`src/rtl/gpio_irq_pkg.sv`:
```
// Package: shared selects and edge-mode encoding for the GPIO interrupt engine.
package gpio_irq_pkg;

    // Configuration word selects used by cfg_sel_i.
    typedef enum logic [2:0] {
        CFG_DIR  = 3'd0,
        CFG_IEN  = 3'd1,
        CFG_RISE = 3'd2,
        CFG_FALL = 3'd3,
        CFG_FILT = 3'd4
    } cfg_sel_e;

    // Edge mode formed as {rise_en, fall_en}.
    typedef enum logic [1:0] {
        MODE_ANY  = 2'b00,
        MODE_FALL = 2'b01,
        MODE_RISE = 2'b10,
        MODE_BOTH = 2'b11
    } edge_mode_e;

endpackage

```
`src/rtl/gpio_irq_cfg.sv`:
```
// Module: gpio_irq_cfg
// Holds the five per-pin configuration words. A write strobe together with
// a select loads one word. Assumes cfg_wr_i is synchronous to clk.
// Reset state: all inputs, interrupts off, edge enables off, filters on.
module gpio_irq_cfg
    import gpio_irq_pkg::*;
#(
    parameter int NPINS = 8
) (
    input  logic             clk,
    input  logic             rst_n,
    input  logic             wr_i,
    input  logic [2:0]       sel_i,
    input  logic [NPINS-1:0] data_i,
    output logic [NPINS-1:0] dir_o,
    output logic [NPINS-1:0] ien_o,
    output logic [NPINS-1:0] rise_o,
    output logic [NPINS-1:0] fall_o,
    output logic [NPINS-1:0] filt_o
);

    // Configuration word update on a write strobe.
    always_ff @(posedge clk) begin
        if (!rst_n) begin
            dir_o  <= '1;
            ien_o  <= '0;
            rise_o <= '0;
            fall_o <= '0;
            filt_o <= '1;
        end else if (wr_i) begin
            case (cfg_sel_e'(sel_i))
                CFG_DIR:  dir_o  <= data_i;
                CFG_IEN:  ien_o  <= data_i;
                CFG_RISE: rise_o <= data_i;
                CFG_FALL: fall_o <= data_i;
                CFG_FILT: filt_o <= data_i;
                default:  ;
            endcase
        end
    end

endmodule

```
`src/rtl/gpio_sync.sv`:
```
// Module: gpio_sync
// Multi-stage flop synchronizer for a vector of asynchronous pin levels.
// Assumes each bit is independent; no bus coherence is implied.
module gpio_sync #(
    parameter int NPINS  = 8,
    parameter int STAGES = 2
) (
    input  logic             clk,
    input  logic             rst_n,
    input  logic [NPINS-1:0] din_i,
    output logic [NPINS-1:0] dout_o
);

    logic [NPINS-1:0] stg [STAGES];

    // Shift the raw levels through the synchronizer chain.
    always_ff @(posedge clk) begin
        if (!rst_n) begin
            for (int k = 0; k < STAGES; k++) stg[k] <= '0;
        end else begin
            stg[0] <= din_i;
            for (int k = 1; k < STAGES; k++) stg[k] <= stg[k-1];
        end
    end

    assign dout_o = stg[STAGES-1];

endmodule

```
`src/rtl/gpio_glitch_filter.sv`:
```
// Module: gpio_glitch_filter
// One-pin level filter. When enabled, a new synchronized level is accepted
// only after it differs from the accepted level for HOLD consecutive
// samples. Any sample that matches again restarts the count. When disabled,
// the level is accepted on the next clock. Assumes HOLD >= 2.
module gpio_glitch_filter #(
    parameter int HOLD = 8
) (
    input  logic clk,
    input  logic rst_n,
    input  logic en_i,
    input  logic din_i,
    output logic lvl_o
);

    localparam int             CW   = (HOLD > 2) ? $clog2(HOLD) : 1;
    localparam logic [CW-1:0]  LAST = CW'(HOLD - 1);

    logic [CW-1:0] cnt;

    // Count consecutive disagreeing samples and accept the level on the last one.
    always_ff @(posedge clk) begin
        if (!rst_n) begin
            lvl_o <= 1'b0;
            cnt   <= '0;
        end else if (!en_i) begin
            lvl_o <= din_i;
            cnt   <= '0;
        end else if (din_i == lvl_o) begin
            cnt   <= '0;
        end else if (cnt == LAST) begin
            lvl_o <= din_i;
            cnt   <= '0;
        end else begin
            cnt   <= cnt + 1'b1;
        end
    end

endmodule

```
`src/rtl/gpio_pin_irq.sv`:
```
// Module: gpio_pin_irq
// Edge detect, status bit and snapshot for one pin. The input is the
// accepted (filtered) level. arm_i is high when the pin is an input with its
// interrupt enabled. A set event wins over a read or a self-clear.
module gpio_pin_irq
    import gpio_irq_pkg::*;
(
    input  logic clk,
    input  logic rst_n,
    input  logic lvl_i,
    input  logic arm_i,
    input  logic rise_en_i,
    input  logic fall_en_i,
    input  logic rd_i,
    output logic snap_o,
    output logic stat_o
);

    logic       lvl_d;
    logic       rose, fell, hit, heal;
    edge_mode_e mode;

    assign mode = edge_mode_e'({rise_en_i, fall_en_i});
    assign rose = lvl_i & ~lvl_d;
    assign fell = ~lvl_i & lvl_d;

    // Decode which events set and which self-clear for the current mode.
    always_comb begin
        hit  = 1'b0;
        heal = 1'b0;
        case (mode)
            MODE_ANY: begin
                hit  = (rose | fell) & (lvl_i != snap_o);
                heal = (lvl_i == snap_o);
            end
            MODE_RISE: hit = rose;
            MODE_FALL: hit = fell;
            MODE_BOTH: hit = rose | fell;
            default:   hit = 1'b0;
        endcase
    end

    // Remember the previous accepted level for edge detection.
    always_ff @(posedge clk) begin
        if (!rst_n) lvl_d <= 1'b0;
        else        lvl_d <= lvl_i;
    end

    // Status bit: masked to zero, set wins, then read or self-clear.
    always_ff @(posedge clk) begin
        if (!rst_n)            stat_o <= 1'b0;
        else if (!arm_i)       stat_o <= 1'b0;
        else if (hit)          stat_o <= 1'b1;
        else if (rd_i || heal) stat_o <= 1'b0;
    end

    // Snapshot of the accepted level, loaded by a port-state read.
    always_ff @(posedge clk) begin
        if (!rst_n)    snap_o <= 1'b0;
        else if (rd_i) snap_o <= lvl_i;
    end

endmodule

```
`src/rtl/gpio_edge_irq.sv`:
```
// Module: gpio_edge_irq (top)
// Per-pin input-change interrupt engine. Each pin runs through a
// synchronizer, an optional glitch filter and mode-driven edge logic. The
// resulting status bits feed one shared active-low interrupt. Assumes
// state_rd_i is a one-cycle strobe synchronous to clk.
module gpio_edge_irq #(
    parameter int NPINS       = 8,
    parameter int SYNC_STAGES = 2,
    parameter int FILT_HOLD   = 8
) (
    input  logic             clk,
    input  logic             rst_n,
    input  logic [NPINS-1:0] pin_i,
    input  logic             cfg_wr_i,
    input  logic [2:0]       cfg_sel_i,
    input  logic [NPINS-1:0] cfg_data_i,
    input  logic             state_rd_i,
    output logic [NPINS-1:0] snap_o,
    output logic [NPINS-1:0] status_o,
    output logic             irq_n_o
);

    logic [NPINS-1:0] cfg_dir, cfg_ien, cfg_rise, cfg_fall, cfg_filt;
    logic [NPINS-1:0] sync_lv, acc_lv, arm;

    gpio_irq_cfg #(.NPINS(NPINS)) i_cfg (
        .clk    (clk),
        .rst_n  (rst_n),
        .wr_i   (cfg_wr_i),
        .sel_i  (cfg_sel_i),
        .data_i (cfg_data_i),
        .dir_o  (cfg_dir),
        .ien_o  (cfg_ien),
        .rise_o (cfg_rise),
        .fall_o (cfg_fall),
        .filt_o (cfg_filt)
    );

    gpio_sync #(.NPINS(NPINS), .STAGES(SYNC_STAGES)) i_sync (
        .clk    (clk),
        .rst_n  (rst_n),
        .din_i  (pin_i),
        .dout_o (sync_lv)
    );

    assign arm = cfg_dir & cfg_ien;

    for (genvar g = 0; g < NPINS; g++) begin : g_pin
        gpio_glitch_filter #(.HOLD(FILT_HOLD)) i_filt (
            .clk   (clk),
            .rst_n (rst_n),
            .en_i  (cfg_filt[g]),
            .din_i (sync_lv[g]),
            .lvl_o (acc_lv[g])
        );

        gpio_pin_irq i_irq (
            .clk       (clk),
            .rst_n     (rst_n),
            .lvl_i     (acc_lv[g]),
            .arm_i     (arm[g]),
            .rise_en_i (cfg_rise[g]),
            .fall_en_i (cfg_fall[g]),
            .rd_i      (state_rd_i),
            .snap_o    (snap_o[g]),
            .stat_o    (status_o[g])
        );
    end

    assign irq_n_o = ~|status_o;

endmodule

```
`config.mk`:
```
export PLATFORM = sky130hd
export DESIGN_NAME = gpio_edge_irq
export DESIGN_NICKNAME = d
export VERILOG_FILES = /design/src/rtl/gpio_irq_pkg.sv /design/src/rtl/gpio_irq_cfg.sv /design/src/rtl/gpio_sync.sv /design/src/rtl/gpio_glitch_filter.sv /design/src/rtl/gpio_pin_irq.sv /design/src/rtl/gpio_edge_irq.sv
export SDC_FILE = /design/constraint.sdc
export NUM_CORES = 1
export LEC_CHECK = 0
export BUFFER_PORTS_ARGS = -buffer_cell sky130_fd_sc_hd__buf_2
export CAP_MARGIN = 5
export CORE_ASPECT_RATIO = 0.5
export CORE_MARGIN = 5
export CORE_UTILIZATION = 55
export CTS_BUF_LIST = sky130_fd_sc_hd__clkbuf_4 sky130_fd_sc_hd__clkbuf_8 sky130_fd_sc_hd__clkbuf_16
export DETAILED_ROUTE_END_ITERATION = 10
export PLACE_DENSITY_LB_ADDON = 0.08
export SKIP_CTS_REPAIR_TIMING = 1
export SLEW_MARGIN = 20
export SYNTH_ARGS = -nofsm -noshare
export SYNTH_HDL_FRONTEND = slang
export SYNTH_SLANG_ARGS = --single-unit
```
`constraint.sdc`:
```
create_clock -name clk -period 1.7 [get_ports clk]
set_input_delay 0.34 -clock clk [delete_from_list [all_inputs] [get_ports clk]]
set_output_delay 0.34 -clock clk [all_outputs]
set_load 0.05 [all_outputs]
```
==> results.py, run 1 <==
metrics = {
    "route": {
        "via_per_inst": 4.95,
        "routed_wirelength_um": 8950,
        "first_pass_iters": 4,
        "drc": 0,
        "wire_per_inst_um": 14.0,
        "routed-via-count": 3173,
        "drtIter0Drc": 151,
        "post_route_ant_nets": 0,
    },
    "cells_and_area": {
        "area_delta_synth_final_pct": 12.9,
        "multi_input_area_sq_um": 2280,
        "n_fill_cell": 766,
        "final-seq-area_sq_um": 2240,
        "fin_nets": 575,
        "fraction_of_final_layout_cells_sized_beyond_drive_strength_1": 0.155,
        "layout_top_registers": "g_pin.i_filt.cnt (24), i_sync.stg (16)",
        "most_flop_heavy_register": "g_pin.i_filt.cnt",
        "insertedDiodeCount": 0,
        "stdcell_count": 641,
        "largest_register_ffs": 24,
    },
    "grt": {
        "grt_pass1_vias": 2858,
        "globalRouteTotalUtil": 0.179,
        "antenna_found_initial": 0,
        "largest_net_degree_at_the_start_of_global_routing": 30,
        "grt_first_pass_wirelength_um": 14500,
        "globalRoute.totalOverflow": 0,
    },
    "setup_path": {
        "reg2regPathDepth": 5,
        "cp_endpoint_kind": "primary output",
        "timing.critical_path.depth": 3,
        "worst_reg2reg_path_startpoint": "g_pin[5].i_filt.lvl_o",
        "start_kind": "flop",
        "critPathKind": "flop to primary output",
        "crit_chain": "or4_4 -> nor2_4 -> buf_6",
        "combined_buffer_and_inverter_count_along_the_critical_path": 1,
        "worstSetupStartpoint": "g_pin[2].i_irq.stat_o",
        "r2r_slack_ns": 0.28,
        "maximum_fanout_count_along_the_critical_path": 3,
        "worst_path_largest_cell_delay_ns": 0.54,
        "critical_path.top_delay_family": "simple AND/OR/NAND/NOR gates",
        "critPathArrivalTime_ns": 1.48,
        "timing_endpoint_of_the_critical_path": "irq_n_o",
        "worst-endpoint-required_ns": 1.36,
        "slowest_stage": "or4_4",
        "r2r-end": "g_pin[5].i_irq.stat_o",
    },
    "clock_network": {
        "ctsLongestPathBuffers": 2,
        "number_of_clock_sinks": 112,
        "clockRootBuffer": "clkbuf_16",
        "cts_tree": "done",
        "clock_pin_transition_on_the_worst_setup_and_hold_timing_paths_ns": 0.07,
        "worst_skew_pair.late_latency_ns": 0.35,
        "htree_levels": 3,
        "cts-buffers-inserted": 9,
    },
    "placement": {
        "port_buf_inserts": 39,
        "dp_hpwl_um": 6650,
        "place.detailed.instances": 626,
        "routabilityCongestion": 0.780,
    },
    "sta": {
        "final-setup-viol-count": 1,
        "fmax_mhz": 548,
        "slew_violations": 0,
        "fin_crit_sh": 1.07,
        "holdWs_ns": 0.191,
        "rsz0062_at_grt": "yes",
        "worstMarginPinSlew_ns": 0.392,
        "timing.max_slew.rel_slack": 0.732,
        "final.setup.tns_ns": -0.124,
        "fin_skew_ns": 0.00514,
        "report.final.hold_viol_count": 0,
        "timing.final.crit_period_ns": 1.82,
        "fin_ws_ns": -0.124,
    },
    "pwr": {
        "leakage_nw": 2.51,
        "switching_share": 0.214,
        "power-per-cell-area_nw_per_um2": 942,
        "p_int_mw": 3.99,
        "seqPwrFrac": 0.532,
        "pwr-share-clk": 0.425,
        "power_switching_mw": 1.09,
        "max-vdd-ir-drop_uv": 632,
        "power.combinational.fraction": 0.044,
    },
    "floorplan": {
        "die_w_um": 142,
        "placementRows": 24,
        "core-area_sq_um": 8590,
        "io_pins": 40,
        "design.die.area_sq_um": 10800,
        "floorplan.die.height_um": 75.9,
        "initial_core_utilization": 0.556,
    },
    "synth": {
        "synth_top_area_share": 0.470,
        "ys_warn_count": 0,
        "synth.most_common_cell": "dfxtp_1",
        "synthDominantAreaCellType": "dfxtp_1",
        "synthArstFlopShare": 0,
        "syn_area_sq_um": 4770,
        "post_synth_num_cell_types": 27,
        "avgSynthCellArea_sq_um": 9.86,
        "part_of_the_yosys_area_used_for_sequential_elements": 0.470,
        "synthFlopType": "dfxtp_1",
        "top_cells_by_instance_count_after_synthesis": "112 x dfxtp_1, 48 x nor2b_1, 44 x nand2_1",
        "synth.top_cells.by_area": "dfxtp_1 47%, ha_1 8.4%, mux2i_1 6.7%",
        "mapped_cells": 484,
        "synth-edff-count": 0,
        "synth_fp_nets": 539,
        "synth_seq_cells": 112,
    },
    "job": {
        "drv_cap": 0,
    },
    "outcome": {
        "run_status": "finished with violations",
        "failed_checks": "setup timing",
    },
    "min_path": {
        "hold_path_class": "input pin to flop",
        "min-delay-start": "pin_i[1]",
    },
}
worst min path at each step:
stage	endpoint	slack (ns)	depth (start not counted)
final	i_sync.stg[0][1]	0.19	2
after CTS	i_sync.stg[0][6]	0.18	2
after global routing	i_sync.stg[0][5]	0.18	2
after floorplan	g_pin[0].i_filt.cnt[0]	0.40	1
after detailed placement	g_pin[5].i_filt.cnt[0]	0.41	1
after global placement	g_pin[5].i_filt.cnt[0]	0.41	1
through the flow:
step	total power [mW]	setup WS [ns]	cell area, sq um	util
2_1_floorplan	2.90	0.0735	4780	-
3_3_place_gp	2.98	0.176	5070	0.590
3_5_place_dp	2.98	0.175	5070	0.590
4_1_cts	5.12	-0.207	5370	0.625
5_1_grt	5.26	-0.167	5390	0.628
6_report	5.08	-0.124	5390	0.628
routing by layer:
metal | wire [um] | part of all wire | track usage | vias to the layer above
met2 | 3260 | 0.36 | 0.239 | 43
met5 | 0 | 0 | 0 | -
li1 | - | - | - | 1685
met3 | 448 | 0.050 | 0.0558 | 8
met4 | 93 | 0.010 | 0.0479 | 0
met1 | 5150 | 0.58 | 0.274 | 1437
power by group through the flow:
stage / combinational (mW) / clock, mW / sequential [mW]
4_1_cts: 0.224 / 2.19 / 2.70
3_3_place_gp: 0.220 / 0 / 2.76
3_5_place_dp: 0.223 / 0 / 2.76
6_report: 0.223 / 2.16 / 2.70
2_1_floorplan: 0.143 / 0 / 2.75
5_1_grt: 0.251 / 2.31 / 2.70
cell usage in the layout, fill, tap and decap left out, drive strengths merged:
master and instances:
ha 32, xor2 16, clkinv 2, and4bb 2, a221oi 4, o21ai 24, bufinv 1, nor4b 1
or4b 1, dfxtp 112, and2 40, buf 59, mux2i 32, nor2 5, clkbuf 11, or4 2
a211oi 4, nand2 44, a311oi 4, nand4bb 1, nor2b 48, nand3 24, nand2b 8, a2111oi 4
inv 18, nand4b 1, and3 16, o31ai 8
layout make-up:
cell class / instances / share of cell area
Multi-Input combinational cell: 321 / 0.423
Inverter: 17 / 0.0118
Clock buffer: 11 / 0.0469
Timing Repair Buffer: 59 / 0.0652
Clock inverter: 4 / 0.00975
Tap cell: 117 / 0.0272
Sequential cell: 112 / 0.416
cell families after synthesis:
family	Yosys count	share of synthesized area
buffers and inverters	51	0.0556
flip-flops	112	0.470
multiplexers	32	0.0671
XOR/XNOR	16	0.0294
AND/OR/NAND/NOR	193	0.228
adder cells (fa/ha/maj)	32	0.0839
AO/OA/AOI/OAI	48	0.0661
Note: power is estimated with default switching activity, not from simulation.
==> inputs of run 2 (changes only) <==
--- a/config.mk
+++ b/config.mk
@@ -5,13 +5,13 @@
 export SDC_FILE = /design/constraint.sdc
 export NUM_CORES = 1
 export LEC_CHECK = 0
-export BUFFER_PORTS_ARGS = -buffer_cell sky130_fd_sc_hd__buf_2
 export CAP_MARGIN = 5
 export CORE_ASPECT_RATIO = 0.5
 export CORE_MARGIN = 5
 export CORE_UTILIZATION = 55
 export CTS_BUF_LIST = sky130_fd_sc_hd__clkbuf_4 sky130_fd_sc_hd__clkbuf_8 sky130_fd_sc_hd__clkbuf_16
 export DETAILED_ROUTE_END_ITERATION = 10
+export DONT_BUFFER_PORTS = 1
 export PLACE_DENSITY_LB_ADDON = 0.08
 export SKIP_CTS_REPAIR_TIMING = 1
 export SLEW_MARGIN = 20
==> results.py, run 2 (synthesized netlist as in run 1, its figures left out) <==
metrics = {
    "outcome": {
        "run_status": "finished with violations",
        "failed_checks": "setup timing",
    },
    "route": {
        "routed_wirelength_um": 9080,
        "routed-via-count": 3148,
        "drtIter0Drc": 208,
        "post_route_ant_nets": 0,
        "drc": 0,
        "first_pass_iters": 4,
        "wire_per_inst_um": 14.9,
        "via_per_inst": 5.16,
    },
    "sta": {
        "rsz0062_at_grt": "yes",
        "fin_ws_ns": -0.124,
        "timing.final.crit_period_ns": 1.82,
        "report.final.hold_viol_count": 0,
        "final-setup-viol-count": 1,
        "fin_crit_sh": 1.07,
        "slew_violations": 0,
        "fmax_mhz": 548,
        "holdWs_ns": 0.0727,
        "worstMarginPinSlew_ns": 0.432,
        "fin_skew_ns": 0.00462,
        "timing.max_slew.rel_slack": 0.705,
        "final.setup.tns_ns": -0.124,
    },
    "setup_path": {
        "start_kind": "flop",
        "r2r_slack_ns": 0.28,
        "critPathArrivalTime_ns": 1.48,
        "maximum_fanout_count_along_the_critical_path": 2,
        "worst-endpoint-required_ns": 1.36,
        "critPathKind": "flop to primary output",
        "cp_endpoint_kind": "primary output",
    },
    "cells_and_area": {
        "most_flop_heavy_register": "g_pin.i_filt.cnt",
        "layout_top_registers": "g_pin.i_filt.cnt (24), i_sync.stg (16)",
        "multi_input_area_sq_um": 2280,
        "stdcell_count": 610,
        "layout.core_utilization": 0.609,
        "fin_nets": 544,
        "final_common_cell": "dfxtp_1",
        "post-route-cell-area_sq_um": 5230,
        "area_delta_synth_final_pct": 9.62,
        "insertedDiodeCount": 0,
        "final-seq-area_sq_um": 2240,
        "largest_register_ffs": 24,
        "fraction_of_final_layout_cells_sized_beyond_drive_strength_1": 0.0994,
        "n_fill_cell": 740,
        "layout_common_cells": "112 x dfxtp_1, 48 x nor2b_1, 44 x nand2_1, 40 x and2_1",
    },
    "clock_network": {
        "clock_pin_transition_on_the_worst_setup_and_hold_timing_paths_ns": 0.07,
        "worst_skew_pair.late_latency_ns": 0.34,
        "cts-buffers-inserted": 9,
        "number_of_clock_sinks": 112,
        "htree_levels": 3,
        "clockRootBuffer": "clkbuf_16",
        "ctsLongestPathBuffers": 2,
        "cts_tree": "done",
    },
    "placement": {
        "place_area_sq_um": 4940,
        "port_buf_inserts": 0,
        "dp_hpwl_um": 6690,
        "place.detailed.instances": 595,
        "dp_worst_setup_slack_ns": 0.208,
        "routabilityCongestion": 0.810,
    },
    "floorplan": {
        "floorplan.die.height_um": 75.9,
        "core-area_sq_um": 8590,
        "io_pins": 40,
        "die_w_um": 142,
        "design.die.area_sq_um": 10800,
        "initial_core_utilization": 0.556,
        "placementRows": 24,
    },
    "grt": {
        "globalRoute.totalOverflow": 0,
        "largest_net_degree_at_the_start_of_global_routing": 105,
        "globalRouteTotalUtil": 0.180,
        "grt_pass1_vias": 3006,
        "antenna_found_initial": 0,
        "grt_first_pass_wirelength_um": 14800,
    },
    "pwr": {
        "max-vdd-ir-drop_uv": 487,
        "leakage_nw": 2.37,
        "totalPowerFinal_mw": 4.78,
        "power-per-cell-area_nw_per_um2": 914,
    },
    "job": {
        "drv_cap": 0,
    },
    "min_path": {
        "hold_path_class": "input pin to flop",
    },
}
[run 2: area by class of cell]
class | count | share of cell area
Multi-Input combinational cell | 321 | 0.436
Inverter | 17 | 0.0122
Tap cell | 117 | 0.0280
Timing Repair Buffer | 28 | 0.0426
Clock buffer | 11 | 0.0471
Sequential cell | 112 | 0.429
Clock inverter | 4 | 0.00574
[run 2: critical path, cell delays in order, from the launching register on]
cell and delay [ns]:
dfxtp_1 0.31, or4_4 0.54, nor2_4 0.14, buf_12 0.14
[run 2: power breakdown]
| group | switching (mW) | internal (mW) |
|---|---|---|
| clock network | 0.900 | 1.05 |
| registers | 0.0273 | 2.67 |
| logic | 0.0605 | 0.0747 |
| total | 0.988 | 3.79 |
[run 2: worst paths after layout]
| kind | from | depth (start not counted) | endpoint |
|---|---|---|---|
| max | g_pin[7].i_irq.stat_o | 3 | irq_n_o |
| min | rst_n | 1 | i_cfg.filt_o[2] |
| max reg2reg | g_pin[2].i_filt.lvl_o | 5 | g_pin[2].i_irq.stat_o |
| min reg2reg | g_pin[1].i_filt.cnt[0] | 1 | g_pin[1].i_filt.cnt[0] |
[run 2: metal layers]
layer	up-vias	part of all wire	wire [um]	global-route usage
li1	1622	-	-	-
met1	1472	0.53	4810	0.257
met2	46	0.41	3680	0.272
met3	8	0.056	510	0.0552
met4	0	0.0077	70	0.0351
met5	-	0	0	0
